==> src/rtl/pio_bank32.sv <==
module pio_bank32 (
  input  logic        clk,
  input  logic        rst_n,
  input  logic        bus_wr,
  input  logic [7:0]  bus_addr,
  input  logic [31:0] bus_wdata,
  output logic [31:0] bus_rdata,
  input  logic [31:0] pad_in,
  output logic [31:0] pad_out,
  output logic [31:0] pad_oe
);
  localparam logic [7:0] OFS_DIR_A = 8'h00;
  localparam logic [7:0] OFS_DIR_B = 8'h04;
  localparam logic [7:0] OFS_DATA  = 8'h08;
  localparam logic [7:0] OFS_CMD   = 8'h0C;

  logic [31:0] dir_a, dir_b, dat, sync1, sync2, view;
  logic [1:0]  cmd_op;
  logic [4:0]  cmd_pin, fld_sh;
  logic [31:0] fld_mask, fld_val;
  logic        cmd_go;

  assign cmd_op   = bus_wdata[31:30];
  assign cmd_pin  = bus_wdata[4:0];
  assign fld_sh   = {~cmd_pin[3:0], 1'b0};
  assign fld_mask = 32'h3 << fld_sh;
  assign fld_val  = (cmd_op[1] ? 32'h1 : 32'h2) << fld_sh;
  assign cmd_go   = bus_wr && bus_addr == OFS_CMD && cmd_op != 2'b00;

  always_ff @(posedge clk) begin
    if (!rst_n) begin
      dir_a <= '0;
      dir_b <= '0;
      dat   <= '0;
      sync1 <= '0;
      sync2 <= '0;
    end else begin
      sync1 <= pad_in;
      sync2 <= sync1;
      if (bus_wr) begin
        case (bus_addr)
          OFS_DIR_A: dir_a <= bus_wdata;
          OFS_DIR_B: dir_b <= bus_wdata;
          OFS_DATA:  dat   <= bus_wdata;
          default: ;
        endcase
      end
      if (cmd_go) begin
        if (!cmd_pin[4]) dir_a <= (dir_a & ~fld_mask) | fld_val;
        else             dir_b <= (dir_b & ~fld_mask) | fld_val;
        if (cmd_op[1]) dat[~cmd_pin] <= cmd_op[0];
      end
    end
  end

  for (genvar b = 0; b < 32; b++) begin : g_pin
    logic [1:0] code;
    if (b >= 16) begin : g_a
      assign code = dir_a[2*(b-16) +: 2];
    end else begin : g_b
      assign code = dir_b[2*b +: 2];
    end
    assign pad_oe[b] = code[0];
    assign view[b]   = (code == 2'b01) ? dat[b] : sync2[b];
  end

  assign pad_out = dat;

  always_comb begin
    bus_rdata = '0;
    if (bus_addr[7]) begin
      if (bus_addr[1:0] == 2'b00) bus_rdata[0] = view[~bus_addr[6:2]];
    end else begin
      case (bus_addr)
        OFS_DIR_A: bus_rdata = dir_a;
        OFS_DIR_B: bus_rdata = dir_b;
        OFS_DATA:  bus_rdata = view;
        default:   bus_rdata = '0;
      endcase
    end
  end
endmodule

==> config.mk <==
export PLATFORM = sky130hd
export DESIGN_NAME = pio_bank32
export DESIGN_NICKNAME = d
export VERILOG_FILES = /design/src/rtl/pio_bank32.sv
export SDC_FILE = /design/constraint.sdc
export NUM_CORES = 1
export LEC_CHECK = 0
export BUFFER_PORTS_ARGS = -buffer_cell sky130_fd_sc_hd__buf_2
export CORE_AREA = 2 2 184 186
export CTS_CLUSTER_SIZE = 30
export DETAILED_ROUTE_END_ITERATION = 10
export DIE_AREA = 0 0 186 188
export PLACE_DENSITY = 0.41
export SLEW_MARGIN = 20
export SYNTH_ARGS = -nofsm -noshare
export SYNTH_HDL_FRONTEND = slang
export SYNTH_SLANG_ARGS = --single-unit
==> constraint.sdc <==
create_clock -name clk -period 2.6 [get_ports clk]
set_input_delay 0.13 -clock clk [delete_from_list [all_inputs] [get_ports clk]]
set_output_delay 0.13 -clock clk [all_outputs]
set_load 0.01 [all_outputs]
==> flow_summary.ini, run 1 <==
[status]
status = finished clean

[global_route]
grtUsageTotal_pct = 20.3
grt_pass1_vias = 7592
antenna_found_initial = 1
grt_max_degree = 62
grt_pass1_wl_um = 51400
grt_remaining_overflow = 0

[logic_synthesis]
yosysMostFrequentCell = dfxtp_1
synth-seq-cells = 160
synth-edff-count = 0
syn_nets = 986
synth_area_leaders = dfxtp_1 39%, mux2i_1 12%, a221oi_1 6.4%
synthFlopType = dfxtp_1
synthArstFlopShare_pct = 0
syn_area_mm2 = 0.00818
synth.distinct_cells = 54
yosys.area.top_type = dfxtp_1
syn_avg_cell_area_um2 = 8.97
yosysSeqAreaShare_pct = 39.2
netlist.area_leader.share_pct = 39.2
yosys_warnings = 0
syn_inst = 911
synth.cells.most_frequent = 160 x dfxtp_1, 99 x o21ai_0, 94 x mux2i_1

[floorplanning]
fp-row-count = 67
die_width_um = 186
start_util_pct = 24.7
dieHeight_um = 188
core_mm2 = 0.0331
io_pins = 171
dieArea_mm2 = 0.0350

[clock_network]
insertion_delay_ps = 440
htreeDepth = 4
cts_made_buffers = 17
cts_root_buf = clkbuf_16
max-clock-path-buffers = 2
cts.sinks = 160
clk_pin_slew_ps = 70
cts_tree = built

[route]
wl_um = 35400
wire_per_inst_um = 23.0
ant_nets = 0
via_count = 7677
vias_per_cell = 4.98
drcViolationCount = 0
initialDrtViolationCount = 733
firstDrtPassIters = 5

[run]
cap_violations = 0

[sta]
relSlewSlack_pct = 50.8
fin_crit_sh_pct = 99.7
max_freq_mhz = 386
setup_ws_ps = 7.22
finalClockSkew_ps = 6.51
setup_violations = 0
rsz0062_at_grt = true
worstMarginPinSlew_ps = 732
hold_viol_final = 0
holdWs_ps = 51.3
slew_violations = 0
fin_crit_ps = 2590

[final_layout]
utilization_pct = 31.8
final_nets = 1155
area_growth_pct = 28.8
drive_gt1_share_pct = 27.0

[power]
power_density_mw_per_mm2 = 547
vdd_drop_max_mv = 0.440
p_leak_nw = 4.37

[setup_path]
cp_max_fo = 3
endpoint_kind = output port
crit_required_ps = 2470
worstSetupPathType = register to output port
cp-start-kind = register
crit_arrival_ps = 2460

[placed_design]
hpwl_um = 26500
pre_cts_ws_ps = 303
port_buffers = 170
place_congestion = 0.927

[min_path]
hold_class = input pin to register
-- kinds of logic after synthesis --
logic type | after synthesis | synth area share, %
flip-flops | 160 | 39.2
buffers and inverters | 169 | 9.75
AO/OA/AOI/OAI | 275 | 24.2
AND/OR/NAND/NOR | 209 | 14.4
multiplexers | 98 | 12.5
-- layout make-up --
type / count / area, um^2
Inverter: 64 / 240
Clock inverter: 12 / 183
Fill cell: 3557 / 22600
Sequential cell: 160 / 3220
Multi-Input combinational cell: 582 / 4280
Clock buffer: 19 / 433
Tap cell: 448 / 561
Antenna cell: 1 / 2.50
Timing Repair Buffer: 255 / 1620
-- critical path: stages (launching register included) --
cell and delay [ps]:
dfxtp_2 330, nand2b_4 160, mux2i_4 210, mux4_2 520, nor4b_4 150, a311oi_2 250, a32o_2 280, buf_6 120
-- placed cells by master, fill, tap and decap left out, types with 4 or more instances in the layout --
cell | netlist | layout
a221oi_1 | 60 | 60
nand2b_4 | 0 | 4
buf_4 | 32 | 51
a21oi_1 | 23 | 23
nand2_1 | 12 | 12
dfxtp_2 | 0 | 4
o21ai_2 | 9 | 9
a22oi_1 | 5 | 4
dlygate4sd3_1 | 0 | 32
o22a_1 | 29 | 29
nor3_1 | 9 | 9
mux2i_1 | 94 | 91
buf_2 | 14 | 168
o311a_1 | 30 | 30
and2_1 | 67 | 67
nor2_1 | 50 | 50
clkbuf_16 | 0 | 17
inv_1 | 64 | 64
bufinv_16 | 0 | 4
dfxtp_1 | 160 | 154
nand3_1 | 10 | 9
o21ai_0 | 99 | 99
nand2b_1 | 36 | 32
-- sequential cells by signal (all words and copies together), names as in the netlist --
name     cells
sync1       32
dir_b       32
pad_out     32
sync2       32
dir_a       32
-- power breakdown --
group | leakage [nW] | switching, W | total [W] | internal [W]
clock network | 0.290 | 0.00113 | 0.00274 | 0.00161
registers | 1.31 | 0.0000197 | 0.00252 | 0.00250
logic | 2.77 | 0.000300 | 0.000497 | 0.000197
total | 4.37 | 0.00145 | 0.00576 | 0.00431
-- worst paths after layout --
check | startpoint | end | slack [ps] | cells past startpoint
worst max-delay path | dir_b[27]$_SDFF_PN0_ | bus_rdata[0] | 7 | 7
worst max register to register | pad_out[15]$_SDFF_PN0_ | pad_out[15]$_SDFF_PN0_ | 1550 | 4
worst min register to register | sync1[22]$_SDFF_PN0_ | sync2[22]$_SDFF_PN0_ | 430 | 1
worst min-delay path | bus_wdata[22] | dir_b[22]$_SDFF_PN0_ | 50 | 3
-- stage by stage --
| stage | total power [W] | std cells | setup TNS [ps] | instance area [um^2] |
|---|---|---|---|---|
| CTS | 0.00579 | 1538 | 0 | 10500 |
| global route | 0.00595 | 1541 | -26.0 | 10500 |
| detailed placement | 0.00303 | 1475 | 0 | 9460 |
| floorplan | 0.00280 | 911 | 0 | 8180 |
| global placement | 0.00303 | 1475 | 0 | 9460 |
| finish | 0.00576 | 1541 | 0 | 10500 |
-- timing repair --
item	in CTS	in global routing
pin swaps	3	2
hold buffers	32	0
hold endpoints to repair	32	0
endpoints found under the setup margin	1	1
resized for setup	16	11
buffers inserted	0	2
-- per-layer routing --
metal / share of wire [%] / global-route usage (%) / vias to the layer above
met2: 46 / 32.8 / 271
met4: 2.5 / 6.45 / 0
li1: - / - / 3614
met1: 46 / 27.5 / 3748
met5: 0 / 0 / -
met3: 4.8 / 3.46 / 44
Note: power is estimated with default switching activity, not from simulation.
==> run 2, diff against run 1 <==
RECOVER_POWER = 100   (was default)
==> flow_summary.ini, run 2 (synthesized netlist as in run 1, its figures left out) <==
[power]
p_clk_share_pct = 47.7
power_density_mw_per_mm2 = 555
p_total_w = 0.00576
vdd_drop_max_mv = 0.446
internal_power_w = 0.00430
p_sw_w = 0.00145
p_comb_share_pct = 8.6
p_leak_nw = 3.96
seqPwrFrac_pct = 43.8
swShare_pct = 25.3

[final_layout]
final_common_cell = dfxtp_1
area_growth_pct = 27.0
n_fill_cell = 3585
utilization_pct = 31.3
final_nets = 1155
drive_gt1_share_pct = 18.9
seqCellArea_mm2 = 0.00322
final_cell_mix = 154 x dfxtp_1, 99 x o21ai_0, 91 x mux2i_1, 90 x clkbuf_1, 87 x buf_2
multi_input_area_mm2 = 0.00428

[clock_network]
cts_root_buf = clkbuf_16
clk_pin_slew_ps = 80
cts_tree = built
insertion_delay_ps = 440
cts_made_buffers = 17
max-clock-path-buffers = 2
htreeDepth = 4
cts.sinks = 160

[status]
violations = max-capacitance violations, max-slew violations, negative setup slack
status = finished, violations left

[sta]
max_freq_mhz = 384
fin_crit_sh_pct = 100
slew_violations = 49
setup_violations = 1
worstMarginPinSlew_ps = 2000
fin_crit_ps = 2600
setup_ws_ps = -3.78
relSlewSlack_pct = -33.5
rsz0062_at_grt = true
finalClockSkew_ps = 7.10
hold_viol_final = 0

[setup_path]
path_cells = nand2b_4 -> mux2i_4 -> mux4_2 -> nor4b_4 -> a311oi_2 -> a32o_2 -> buf_6
endpoint_kind = output port
cp-start-kind = register
crit_arrival_ps = 2470
crit_required_ps = 2470
slowest_delay_ps = 510
r2r_start = pad_out[15]$_SDFF_PN0_
path_delay_family = multiplexers
cpMaxStageDelayCell = mux4_2
critical_path_buf_inv_count = 1
startpoint = dir_b[27]$_SDFF_PN0_
cp_max_fo = 3
worstSetupPathType = register to output port

[global_route]
antenna_found_initial = 1
grt_pass1_wl_um = 51400
grtUsageTotal_pct = 20.3
grt_pass1_vias = 7592
grt_max_degree = 62
grt_remaining_overflow = 0

[min_path]
hp-start = bus_wdata[24]
hold_class = input pin to register

[placed_design]
port_buffers = 170
place_congestion = 0.927
hpwl_um = 26500

[route]
vias_per_cell = 4.96
ant_nets = 0
wl_um = 35500
via_count = 7645
initialDrtViolationCount = 667
firstDrtPassIters = 5
drcViolationCount = 0
wire_per_inst_um = 23.0

[floorplanning]
die_width_um = 186
core_mm2 = 0.0331
dieArea_mm2 = 0.0350
dieHeight_um = 188
fp-row-count = 67
start_util_pct = 24.7
io_pins = 171

[run]
cap_violations = 1
[run 2: cell types whose count changed in the layout (fill, tap and decap cells not counted)]
cell,delta
and2_1,-17
clkbuf_2,+3
buf_12,-1
buf_2,-81
buf_4,-9
and2_0,+17
nand3_1,+1
clkbuf_1,+88
nand3_2,-1
[run 2: worst paths after layout]
check                                              end  slack, ps  depth (start not counted)
worst max-delay path                      bus_rdata[0]         -4                          7
worst min-delay path              dir_b[24]$_SDFF_PN0_         60                          3
worst max register to register  pad_out[15]$_SDFF_PN0_       1350                          4
worst min register to register    sync2[22]$_SDFF_PN0_        430                          1
[run 2: repair_timing]
| item | 4_1_cts | 5_1_grt |
|---|---|---|
| pin swaps | 3 | 2 |
| hold buffers | 32 | 0 |
| buffers inserted | 0 | 2 |
| setup endpoints to repair | 1 | 1 |
| gates resized for setup | 16 | 11 |
| hold endpoints to repair | 32 | 0 |
[run 2: area by class of cell]
class | instances | area share, %
antenna | 1 | 0.0241
clock buffer | 19 | 4.17
clock inverter | 12 | 1.76
inverter | 64 | 2.31
multi-input combinational | 582 | 41.2
sequential | 160 | 31.0
tap | 448 | 5.40
timing repair buffer | 255 | 14.1
[run 2: worst reg2reg max path: cells and delay by family, from the launching register on]
kind	cells	cell delay, ps
flops	1	460
buf+inv	1	320
mux	1	120
compound gates	2	300
[run 2: power by group through the flow]
stage / logic, W / registers (W) / clock network [W]
3_3_place_gp: 0.000448 / 0.00258 / 0
2_1_floorplan: 0.000236 / 0.00257 / 0
5_1_grt: 0.000529 / 0.00252 / 0.00289
3_5_place_dp: 0.000448 / 0.00258 / 0
6_report: 0.000493 / 0.00252 / 0.00274
4_1_cts: 0.000488 / 0.00252 / 0.00278
[run 2: per-layer routing]
metal  share of wire [%]  vias up  GRT usage [%]
met1                  46     3715           27.5
met3                 5.2       42           3.46
li1                    -     3608              -
met2                  47      280           32.8
met4                 2.3        0           6.45
met5                   0        -              0
[run 2: metrics by stage]
step                TNS (ps)  setup slack, ps  instances  instance area (um^2)  hold WS, ps
floorplan                  0              834        911                  8180          252
global placement           0              291       1475                  9460          334
detailed placement         0              303       1475                  9460          336
CTS                        0            0.560       1538                 10500         47.7
global route           -26.0            -26.0       1541                 10400         65.2
finish                 -3.78            -3.78       1541                 10400         60.8
==> run 3, diff against run 2 <==
--- a/config.mk
+++ b/config.mk
@@ -8,6 +8,6 @@
 export BUFFER_PORTS_ARGS = -buffer_cell sky130_fd_sc_hd__buf_2
-export CORE_AREA = 2 2 184 186
+export CORE_AREA = 2 2 206 167
 export CTS_CLUSTER_SIZE = 30
 export DETAILED_ROUTE_END_ITERATION = 10
-export DIE_AREA = 0 0 186 188
+export DIE_AREA = 0 0 208 169
 export PLACE_DENSITY = 0.41
==> constraint.sdc (replaced) <==
create_clock -name clk -period 2.6 [get_ports clk]
set_input_delay 0.65 -clock clk [delete_from_list [all_inputs] [get_ports clk]]
set_output_delay 0.65 -clock clk [all_outputs]
set_load 0.01 [all_outputs]
==> flow_summary.ini, run 3 (synthesized netlist as in run 1, its figures left out) <==
[status]
status = finished, violations left
violations = negative setup slack

[route]
wl_um = 36200
highest_layer = met4
ant_nets = 0
wl_met3_um = 2220
firstDrtPassIters = 5
drcViolationCount = 0
wl_met2_um = 16300
m1WireLength_um = 17400
initialDrtViolationCount = 620
via_count = 7910
vias_per_cell = 4.96
wire_per_inst_um = 22.7

[setup_path]
cp_max_fo = 2
cpMaxStageDelayCell = mux4_2
endpoint_kind = output port
crit_arrival_ps = 2300
crit_required_ps = 1950
path_cells = nand2b_4 -> mux2i_2 -> mux4_2 -> nor4b_4 -> a311oi_2 -> a32o_2 -> buf_6
critical_path_buf_inv_count = 1
path_delay_family = multiplexers
slowest_delay_ps = 490
worstSetupPathType = register to output port
cp-start-kind = register

[sta]
finalClockSkew_ps = 11.1
hold_viol_final = 0
worstMarginPinSlew_ps = 884
fin_crit_sh_pct = 114
max_freq_mhz = 339
setup_ws_ps = -353
rsz0062_at_grt = true
setup_violations = 9
fin_setup_tns_ps = -829
fin_crit_ps = 2950
slew_violations = 0
relSlewSlack_pct = 41.1

[run]
cap_violations = 0

[final_layout]
drive_gt1_share_pct = 30.1
seqCellArea_mm2 = 0.00321
final_nets = 1223
final_cell_mix = 156 x dfxtp_1, 125 x buf_2, 110 x buf_4, 99 x o21ai_0, 85 x mux2i_1
multi_input_area_mm2 = 0.00436
n_fill_cell = 3565
area_growth_pct = 33.9
final_common_cell = dfxtp_1

[placed_design]
port_buffers = 170
hpwl_um = 27600
place_congestion = 0.876

[clock_network]
cts.sinks = 160
cts_made_buffers = 17
cts_root_buf = clkbuf_16
cts_tree = built
max-clock-path-buffers = 2
clk_pin_slew_ps = 80
htreeDepth = 4
insertion_delay_ps = 450

[floorplanning]
core_mm2 = 0.0332
dieArea_mm2 = 0.0352
io_pins = 171
die_width_um = 208
dieHeight_um = 169
fp-row-count = 60
start_util_pct = 24.6

[power]
p_total_w = 0.00565
p_leak_nw = 4.44
power_density_mw_per_mm2 = 516
vdd_drop_max_mv = 0.415

[global_route]
grt_pass1_wl_um = 52900
grt_remaining_overflow = 0
grt_max_degree = 88
antenna_found_initial = 2
grtUsageTotal_pct = 20.5
grt_pass1_vias = 7743

[min_path]
hold_class = input pin to register
run 3: per-layer routing:
layer  track usage (%)  up-vias
met1              29.2     3845
met3              3.91       18
met4              3.79        0
li1                  -     3769
met5                 0        -
met2              32.3      278
run 3: layout make-up:
cell class	count	area share [%]
multi-input cells	582	39.9
flip-flops and latches	160	29.3
repair buffers	323	18.3
well taps	434	4.96
clock buffers	18	3.92
inverters	64	2.22
clock inverters	14	1.42
diodes	1	0.0229
run 3: final timing paths:
kind / end / cells past startpoint / startpoint / slack (ps)
setup / recovery: bus_rdata[0] / 7 / dir_b[31]$_SDFF_PN0_ / -350
hold reg to reg: sync2[31]$_SDFF_PN0_ / 1 / sync1[31]$_SDFF_PN0_ / 430
setup reg to reg: pad_out[16]$_SDFF_PN0_ / 4 / pad_out[16]$_SDFF_PN0_ / 1560
hold / removal: sync1[20]$_SDFF_PN0_ / 2 / pad_in[20] / 410
run 3: report_power, final:
part / switching (W) / leakage, nW / internal, W
registers: 0.0000190 / 1.31 / 0.00250
logic: 0.000310 / 2.86 / 0.000212
clock network: 0.00118 / 0.276 / 0.00143
run 3: through the flow:
step | std cells | hold slack [ps] | util [%] | worst slack [ps] | cell area (um^2)
after floorplan | 911 | 412 | - | 11.7 | 8180
after global placement | 1561 | 414 | 31.0 | -288 | 10300
after detailed placement | 1561 | 418 | 31.0 | -301 | 10300
after CTS | 1591 | 393 | 33.2 | -388 | 11000
after global routing | 1595 | 396 | 33.0 | -412 | 10900
final | 1596 | 406 | 33.0 | -353 | 10900
run 3: what timing repair did:
action / in CTS / in global routing
pin swaps: 5 / 3
endpoints found under the hold margin: 0 / 0
gates resized for setup: 41 / 24
hold buffers: 0 / 0
gates cloned: 1 / 0
setup buffers: 0 / 4
setup endpoints to repair: 27 / 19
